$ cat src/rtl/bfx_pkg.sv
package bfx_pkg;

  typedef enum logic [1:0] {
    OP_ZEXT    = 2'd0,
    OP_SEXT    = 2'd1,
    OP_CMP     = 2'd2,
    OP_RSVD    = 2'd3
  } bfx_op_e;

  // Strobes from control to datapath
  typedef struct packed {
    logic load;       // capture a new result this cycle
    logic doExtract;  // select the field path
    logic doSign;     // replicate the field's top bit upward
    logic doCompare;  // select the flag path
  } bfx_ctrl_t;

endpackage

$ cat src/rtl/bfx_ctrl.sv
module bfx_ctrl
  import bfx_pkg::*;
(
  input  logic       clk,
  input  logic       rstN,
  input  logic       inValid,
  input  logic [1:0] opSel,
  output bfx_ctrl_t  ctl,
  output logic       outValid
);

  bfx_op_e opCode;
  assign opCode = bfx_op_e'(opSel);

  always_comb begin
    ctl = '0;
    ctl.load = inValid;
    if (inValid) begin
      unique case (opCode)
        OP_ZEXT: ctl.doExtract = 1'b1;
        OP_SEXT: begin
          ctl.doExtract = 1'b1;
          ctl.doSign    = 1'b1;
        end
        OP_CMP:  ctl.doCompare = 1'b1;
        default: ;
      endcase
    end
  end

  always_ff @(posedge clk) begin
    if (!rstN) outValid <= 1'b0;
    else       outValid <= inValid;
  end

  // valid strobe follows the request by one cycle
  a_r7_valid_follows: assert property (@(posedge clk) disable iff (!rstN)
    inValid |=> outValid);
  a_r7_valid_idle: assert property (@(posedge clk) disable iff (!rstN)
    !inValid |=> !outValid);

endmodule

$ cat src/rtl/bfx_datapath.sv
module bfx_datapath
  import bfx_pkg::*;
#(
  parameter int DATA_W  = 32,
  parameter int WIDTH_W = 4
) (
  input  logic                                 clk,
  input  logic                                 rstN,
  input  bfx_ctrl_t                            ctl,
  input  logic [DATA_W-1:0]                    dIn,
  input  logic [$clog2(DATA_W)+WIDTH_W-1:0]    sIn,
  output logic [DATA_W-1:0]                    result
);

  localparam int SHIFT_W = $clog2(DATA_W);
  localparam int S_W     = SHIFT_W + WIDTH_W;
  localparam int MAX_FW  = 1 << WIDTH_W;

  logic [SHIFT_W-1:0] shiftAmt;
  logic [WIDTH_W-1:0] fieldWidth;
  logic [DATA_W-1:0]  shifted;
  logic [DATA_W-1:0]  maskBits;
  logic [DATA_W-1:0]  topMark;
  logic               signBit;
  logic [DATA_W-1:0]  fillBits;
  logic [DATA_W-1:0]  extracted;
  logic [DATA_W-1:0]  sWide;
  logic [DATA_W-1:0]  flagWord;
  logic [DATA_W-1:0]  nextResult;

  assign shiftAmt   = sIn[SHIFT_W-1:0];
  assign fieldWidth = sIn[S_W-1:SHIFT_W];
  assign shifted    = dIn >> shiftAmt;

  // Thermometer mask: bit i set when i lies below the field size
  for (genvar i = 0; i < DATA_W; i++) begin : g_mask
    if (i < MAX_FW) begin : g_live
      assign maskBits[i] = (fieldWidth > WIDTH_W'(i));
    end else begin : g_dead
      assign maskBits[i] = 1'b0;
    end
  end

  // One-hot marker on the field's top bit (empty when size is zero)
  assign topMark = maskBits ^ (maskBits >> 1);
  assign signBit = |(shifted & topMark);

  for (genvar i = 0; i < DATA_W; i++) begin : g_fill
    assign fillBits[i] = ctl.doSign & signBit & ~maskBits[i];
  end

  assign extracted = (shifted & maskBits) | fillBits;

  assign sWide    = {{(DATA_W-S_W){1'b0}}, sIn};
  assign flagWord = {{(DATA_W-2){1'b0}}, (dIn == sWide), (dIn < sWide)};

  always_comb begin
    if (ctl.doCompare)      nextResult = flagWord;
    else if (ctl.doExtract) nextResult = extracted;
    else                    nextResult = '0;
  end

  always_ff @(posedge clk) begin
    if (!rstN)         result <= '0;
    else if (ctl.load) result <= nextResult;
  end

  // empty field yields zero in both extract modes
  a_r3_empty_field: assert property (@(posedge clk) disable iff (!rstN)
    (ctl.load && ctl.doExtract && fieldWidth == '0) |=> (result == '0));

  // compare leaves the upper bits clear
  a_r5_flag_upper_clear: assert property (@(posedge clk) disable iff (!rstN)
    (ctl.load && ctl.doCompare) |=> (result[DATA_W-1:2] == '0));

  // equality and less-than never both set
  a_r5_flag_exclusive: assert property (@(posedge clk) disable iff (!rstN)
    (ctl.load && ctl.doCompare) |=> !(result[1] && result[0]));

  // reserved operation returns zero
  a_r6_reserved_zero: assert property (@(posedge clk) disable iff (!rstN)
    (ctl.load && !ctl.doExtract && !ctl.doCompare) |=> (result == '0));

  // zero-extend never sets bits at or above the size
  a_r2_zext_upper: assert property (@(posedge clk) disable iff (!rstN)
    (ctl.load && ctl.doExtract && !ctl.doSign) |=> (result[DATA_W-1:MAX_FW] == '0));

  // idle cycles keep the result
  a_r8_hold: assert property (@(posedge clk) disable iff (!rstN)
    !ctl.load |=> $stable(result));

endmodule

$ cat src/rtl/bitfield_unit.sv
module bitfield_unit
  import bfx_pkg::*;
#(
  parameter int DATA_W  = 32,
  parameter int WIDTH_W = 4
) (
  input  logic                              clk,
  input  logic                              rstN,
  input  logic                              inValid,
  input  logic [1:0]                        opSel,
  input  logic [DATA_W-1:0]                 dIn,
  input  logic [$clog2(DATA_W)+WIDTH_W-1:0] sIn,
  output logic                              outValid,
  output logic [DATA_W-1:0]                 result
);

  bfx_ctrl_t ctl;

  bfx_ctrl u_ctrl (
    .clk      (clk),
    .rstN     (rstN),
    .inValid  (inValid),
    .opSel    (opSel),
    .ctl      (ctl),
    .outValid (outValid)
  );

  bfx_datapath #(
    .DATA_W  (DATA_W),
    .WIDTH_W (WIDTH_W)
  ) u_dp (
    .clk    (clk),
    .rstN   (rstN),
    .ctl    (ctl),
    .dIn    (dIn),
    .sIn    (sIn),
    .result (result)
  );

endmodule

$ cat config.mk
export PLATFORM = sky130hd
export DESIGN_NAME = bitfield_unit
export DESIGN_NICKNAME = d
export VERILOG_FILES = /design/src/rtl/bfx_pkg.sv /design/src/rtl/bfx_ctrl.sv /design/src/rtl/bfx_datapath.sv /design/src/rtl/bitfield_unit.sv
export SDC_FILE = /design/constraint.sdc
export NUM_CORES = 1
export LEC_CHECK = 0
export CAP_MARGIN = 10
export CORE_ASPECT_RATIO = 0.8
export CORE_MARGIN = 4
export CORE_UTILIZATION = 47
export CTS_CLUSTER_SIZE = 30
export DETAILED_ROUTE_END_ITERATION = 8
export PLACE_DENSITY = 0.79
export SLEW_MARGIN = 25
export SYNTH_ARGS = -nofsm -noshare
export SYNTH_HDL_FRONTEND = slang
export SYNTH_SLANG_ARGS = --single-unit
$ cat constraint.sdc
create_clock -name clk -period 3.1 [get_ports clk]
set_clock_uncertainty 0.05 [all_clocks]
set_input_delay 0.62 -clock clk [delete_from_list [all_inputs] [get_ports clk]]
set_output_delay 0.62 -clock clk [all_outputs]
set_load 0.02 [all_outputs]
==> Word-level counts from Yosys, hierarchy flattened <==
Index checks and enable logic that the tools add are counted.
{ "word_totals": {"output_inout_bits": 33, "inputBits": 46, "regBits": 33} }
{ "op_classes": {"reduce_logical": 3, "bitwise_logic": 37, "muxes": 6, "magnitude_cmp": 17, "shifts": 1, "n_eq_ne": 3} }
{ "op_table": {"columns": ["op", "n"], "rows": [
  ["32-bit two-way mux", 2],
  ["32-bit by 16-bit bitwise AND with 32-bit output", 1],
  ["32-bit bitwise AND", 1],
  ["32-bit by 9-bit equality test with 1-bit output", 1],
  ["4-bit greater-than comparator (second input constant)", 8],
  ["32-bit by 9-bit < comparator with 1-bit output", 1],
  ["32-bit OR", 1],
  ["32-bit OR reduction", 1],
  ["32-bit by 5-bit >> shifter with 32-bit output", 1],
  ["1-bit bitwise AND", 17],
  ["4-bit by 3-bit greater-than comparator with 1-bit output (second input constant)", 4],
  ["1-bit NOT", 16],
  ["16-bit by 15-bit bitwise XOR with 16-bit output", 1],
  ["4-bit by 1-bit greater-than comparator with 1-bit output (second input constant)", 2],
  ["4-bit by 2-bit greater-than comparator with 1-bit output (second input constant)", 2],
  ["1-bit two-way mux", 3],
  ["3-bit two-way mux", 1],
  ["2-bit by 1-bit equality test with 1-bit output (second input constant)", 1],
  ["2-bit equality test (second input constant)", 1],
  ["2-bit logical NOT", 1],
  ["2-bit OR reduction", 1]
]} }

==> Logic depth before layout (Yosys ltp) <==
{ "depth": {"depth_word": 9, "depth_mapped": 13} }

==> By module <==
A second synthesis with hierarchy kept.
{ "unflattened": {"hier_cells": 418, "hier_area_um2": 3459.6} }
{ "by_module_without_submodules": {"columns": ["mod", "seq_area_each_um2", "area_per_inst_um2", "instances", "cells_each"], "rows": [
  ["bfx_datapath", 320.3, 3397.0, 1, 412],
  ["bfx_ctrl", 20.0, 62.6, 1, 6]
]} }

==> Worst setup path before layout <==
OpenSTA, ideal clock, no wires.
{ "synth_path": {"path_type": "input -> register", "start": "in sIn[0]", "end": "reg u_dp.result[4]", "setup_ns": 0.122, "required_ns": 2.928, "path_stages": 10, "t_arrival_ns": 3.087, "path_slack_ns": -0.159, "n_path_buf": 2, "cell_sequence": "buf_6 > mux4_2 > a222oi_1 > nor4_1 > a211o_1 > a2111oi_0 > and4bb_1 > a21oi_2 > buf_6 > a221o_1"} }
{ "synth_between": {"elab_chain_len": 8} }
{ "synth_lines": {"columns": ["item", "line_no", "rtl"], "rows": [
  ["start: declaration", "bitfield_unit.sv:12", "input logic [$clog2(DATA_W)+WIDTH_W-1:0] sIn,"],
  ["32-bit by 5-bit >> shifter with 32-bit output (*)", "bfx_datapath.sv:33", "assign shifted = dIn >> shiftAmt;"],
  ["32-bit bitwise AND", "bfx_datapath.sv:46", "assign signBit = |(shifted & topMark);"],
  ["32-bit OR reduction", "bfx_datapath.sv:46", null],
  ["1-bit bitwise AND (2 in a row)", "bfx_datapath.sv:49", "assign fillBits[i] = ctl.doSign & signBit & ~maskBits[i];"],
  ["32-bit OR (*)", "bfx_datapath.sv:52", "assign extracted = (shifted & maskBits) | fillBits;"],
  ["32-bit two-way mux (*)", "bfx_datapath.sv:59", "else if (ctl.doExtract) nextResult = extracted;"],
  ["32-bit two-way mux (*)", "bfx_datapath.sv:58", "if (ctl.doCompare) nextResult = flagWord;"],
  ["end signal: assignment", "bfx_datapath.sv:65", "else if (ctl.load) result <= nextResult;"],
  ["end: declaration", "bfx_datapath.sv:12", "output logic [DATA_W-1:0] result"]
]} }
Every way passes the cells marked *; elsewhere a longest branch is shown, timed or not.
A chain may end at the register's enable or synchronous reset.

==> Worst setup path after layout <==
{ "layout_path": {"start": "in dIn[29]", "end": "reg u_dp.result[6]"} }
{ "layout_between": {"elab_chain_len": 8} }
{ "layout_lines": {"columns": ["item", "line_no", "rtl"], "rows": [
  ["start: declaration", "bitfield_unit.sv:11", "input logic [DATA_W-1:0] dIn,"],
  ["32-bit by 5-bit >> shifter with 32-bit output (*)", "bfx_datapath.sv:33", null],
  ["32-bit bitwise AND", "bfx_datapath.sv:46", null],
  ["32-bit OR reduction", "bfx_datapath.sv:46", null],
  ["1-bit bitwise AND (2 in a row)", "bfx_datapath.sv:49", null],
  ["32-bit OR (*)", "bfx_datapath.sv:52", null],
  ["32-bit two-way mux (*)", "bfx_datapath.sv:59", null],
  ["32-bit two-way mux (*)", "bfx_datapath.sv:58", null]
]} }
Marked as above.

==> results_dict.tcl <==
set metrics [dict create \
    final_core_util_pct 80.1 \
    critical-path-top-delay-family "compound AO/OA/AOI/OAI gates" \
    critPathMaxFanout 6 \
    ctsLongestPathBuffers 2 \
    row_count 27 \
    grt_pass1_wl_mm 25.6 \
    post-route-drc-count 0 \
    yosysSeqAreaShare_pct 9.88 \
    power.density_nw_per_um2 221 \
    grt_pass1_vias 4603 \
    postPlaceCellArea_um2 5270 \
    final_max_slew_viol_count 0 \
    io_buffers 78 \
    critical_path.startpoint_type "primary input" \
    routedWlPerCell_um 24.0 \
    p_leak_nw 2.34 \
    fillers 473 \
    synth_seq_cells 17 \
    critical-path-max-stage-delay_ps 510 \
    tightest_slew_ps 755 \
    violations "setup timing" \
    h-tree-depth 1 \
    synth.distinct_cells 65 \
    final-hold-violation-count 0 \
    wl_mm 16.8 \
    io_pins 79 \
    core_region_area_um2 6990 \
    clock.fmax_mhz 305 \
    num_antenna_cells 0 \
    initial_core_util_pct 49.3 \
    synthCells 413 \
    avgSynthCellArea_um2 8.34 \
    firstDrtPassIters 6 \
    critical_path.slowest_cell "mux4_2" \
    die_w_um 104 \
    synth_edf_count 0 \
    layout_commonest_cell "buf_4" \
    cts.clk_slew.worst_paths_ps 70 \
    grt_max_degree 25 \
    drive_gt1_share_pct 40.5 \
    syn_to_final_growth_pct 62.5 \
    clock_latency_ps 260 \
    dr.first_iter.drc_count 527 \
    place_inst 683 \
    ir_worst_vdd_uv 273 \
    dp_hpwl_mm 13.0 \
    num-nets-final 666 \
    syn_nets 468 \
    cts_sinks 17 \
    gp_congestion 1.02 \
    antenna_found_initial 2 \
    synth_warnings 0 \
    rsz0062_at_grt "true" \
    grt_overflow 0 \
    max_cap_violations 0 \
    netlist_area_um2 3440 \
    endpoint_kind "flip-flop" \
    fin_ws_ps -176 \
    min_path_type "reg2reg" \
    finalSetupViolations 15 \
    ant_nets 0 \
    yosys_most_used_dff "dfxtp_1" \
    maxSlewHeadroom_pct 49.5 \
    cts_tree "built" \
    critPathKind "in2reg" \
    path_buf_inv 2 \
    finalPower_mw 1.24 \
    fin_crit_sh_pct 106 \
    final_cells 697 \
    grt_usage_pct 36.8 \
    die-area_um2 8770 \
    worstPathRequired_ps 3190 \
    final_cell_mix "buf_4 (154), clkdlybuf4s50_1 (54), nand2_1 (30)" \
    period_needed_ps 3280 \
    cts_buffers 3 \
    outcome "complete, but fails checks" \
    root_buffer "clkbuf_8" \
    path_cells "clkdlybuf4s50_1 > mux4_2 > buf_4 > a221oi_1 > o211a_1 > o22ai_2 > and4bb_4 > a21oi_4 > a221o_1" \
    vias 4741 \
    viasPerCell 6.80 \
    dieHeight_um 84.6 \
    arrival_ps 3360 \
    finalInstanceArea_um2 5600 \
    async_reset_ff_share_pct 0 \
]
## path summary, 6_finish.rpt
| path | startpoint | endpoint | slack [ps] | cells past startpoint |
|---|---|---|---|---|
| max reg2reg | u_dp.result[1]$_SDFFE_PN0P_ | u_dp.result[1]$_SDFFE_PN0P_ | 2120 | 2 |
| min reg2reg | u_dp.result[8]$_SDFFE_PN0P_ | u_dp.result[8]$_SDFFE_PN0P_ | 460 | 1 |
| max | dIn[29] | u_dp.result[6]$_SDFFE_PN0P_ | -180 | 9 |
| min | u_dp.result[8]$_SDFFE_PN0P_ | u_dp.result[8]$_SDFFE_PN0P_ | 460 | 1 |
## worst reg2reg max path, stage by stage (launching register included)
cell	delay (ps)
dfxtp_1	320
a22o_1	200
a311o_1	310
## cells by family after synthesis
group / after synthesis / synth area share [%]
XOR/XNOR: 1 / 0.254
AND/OR/NAND/NOR: 142 / 21.0
flip-flops: 17 / 9.88
adder cells (fa/ha/maj): 9 / 3.27
AO/OA/AOI/OAI: 107 / 23.6
buffers and inverters: 62 / 9.48
multiplexers: 75 / 32.5
## area by class of cell
class                   instances  area [um2]  area share [%]
multi-input cells             335        2980            53.2
repair buffers                240        2080            37.1
flip-flops and latches         17         340            6.08
well taps                      87         109            1.94
inverters                      14        52.6           0.939
clock buffers                   4        45.0           0.805
## metrics by stage
step           worst slack [ps]  setup TNS [ps]  hold slack [ps]
6_report                   -176           -1800              459
2_1_floorplan             -2.37           -6.95              559
4_1_cts                   -39.1            -158              454
5_1_grt                    -176           -1980              474
3_5_place_dp               -633           -8980              438
3_3_place_gp               -611           -8510              420
## state kept, by name, indices dropped and copies added, names as in the netlist
signal,flops
u_dp.result,16
u_ctrl.outValid,1
## cells in the mapped netlist (4+ instances only)
master | instances | area (um2)
mux4_2 | 28 | 631
a21oi_1 | 14 | 70.1
o22ai_1 | 5 | 31.3
a211oi_1 | 5 | 37.5
buf_4 | 17 | 128
o21a_1 | 4 | 30.0
a22oi_1 | 9 | 67.6
mux2_2 | 15 | 169
o21ai_0 | 11 | 55.1
nor2b_1 | 9 | 56.3
o311ai_0 | 4 | 35.0
a221o_1 | 7 | 70.1
inv_1 | 12 | 45.0
nand3_1 | 20 | 100
dfxtp_1 | 17 | 340
nand4_1 | 6 | 37.5
nor2_1 | 29 | 109
clkbuf_1 | 14 | 52.6
o2bb2ai_1 | 7 | 61.3
o2111ai_1 | 4 | 35.0
mux2i_1 | 32 | 320
ha_1 | 9 | 113
nand2b_1 | 8 | 50.1
nor4_1 | 10 | 62.6
nor3_1 | 13 | 65.1
nand2_1 | 30 | 113
a2111oi_0 | 4 | 35.0
buf_2 | 12 | 60.1
## power breakdown
| part | switching, mW | internal, mW |
|---|---|---|
| combinational | 0.410 | 0.421 |
| sequential | 0.00705 | 0.228 |
| clock | 0.0818 | 0.0916 |
## repair_timing
item | CTS | global route
pin swaps | 10 | 9
setup buffers | 6 | 2
gates resized for setup | 52 | 20
gates cloned | 2 | 0
endpoints found under the setup margin | 16 | 15
hold buffers | 0 | 0
## per-layer routing
layer	global-route usage (%)	part of all wire, %
met1	48.1	39
met2	55.2	42
met3	14.9	14
met4	12.4	3.8
met5	0	0.20
(Power assumes the default switching activity.)
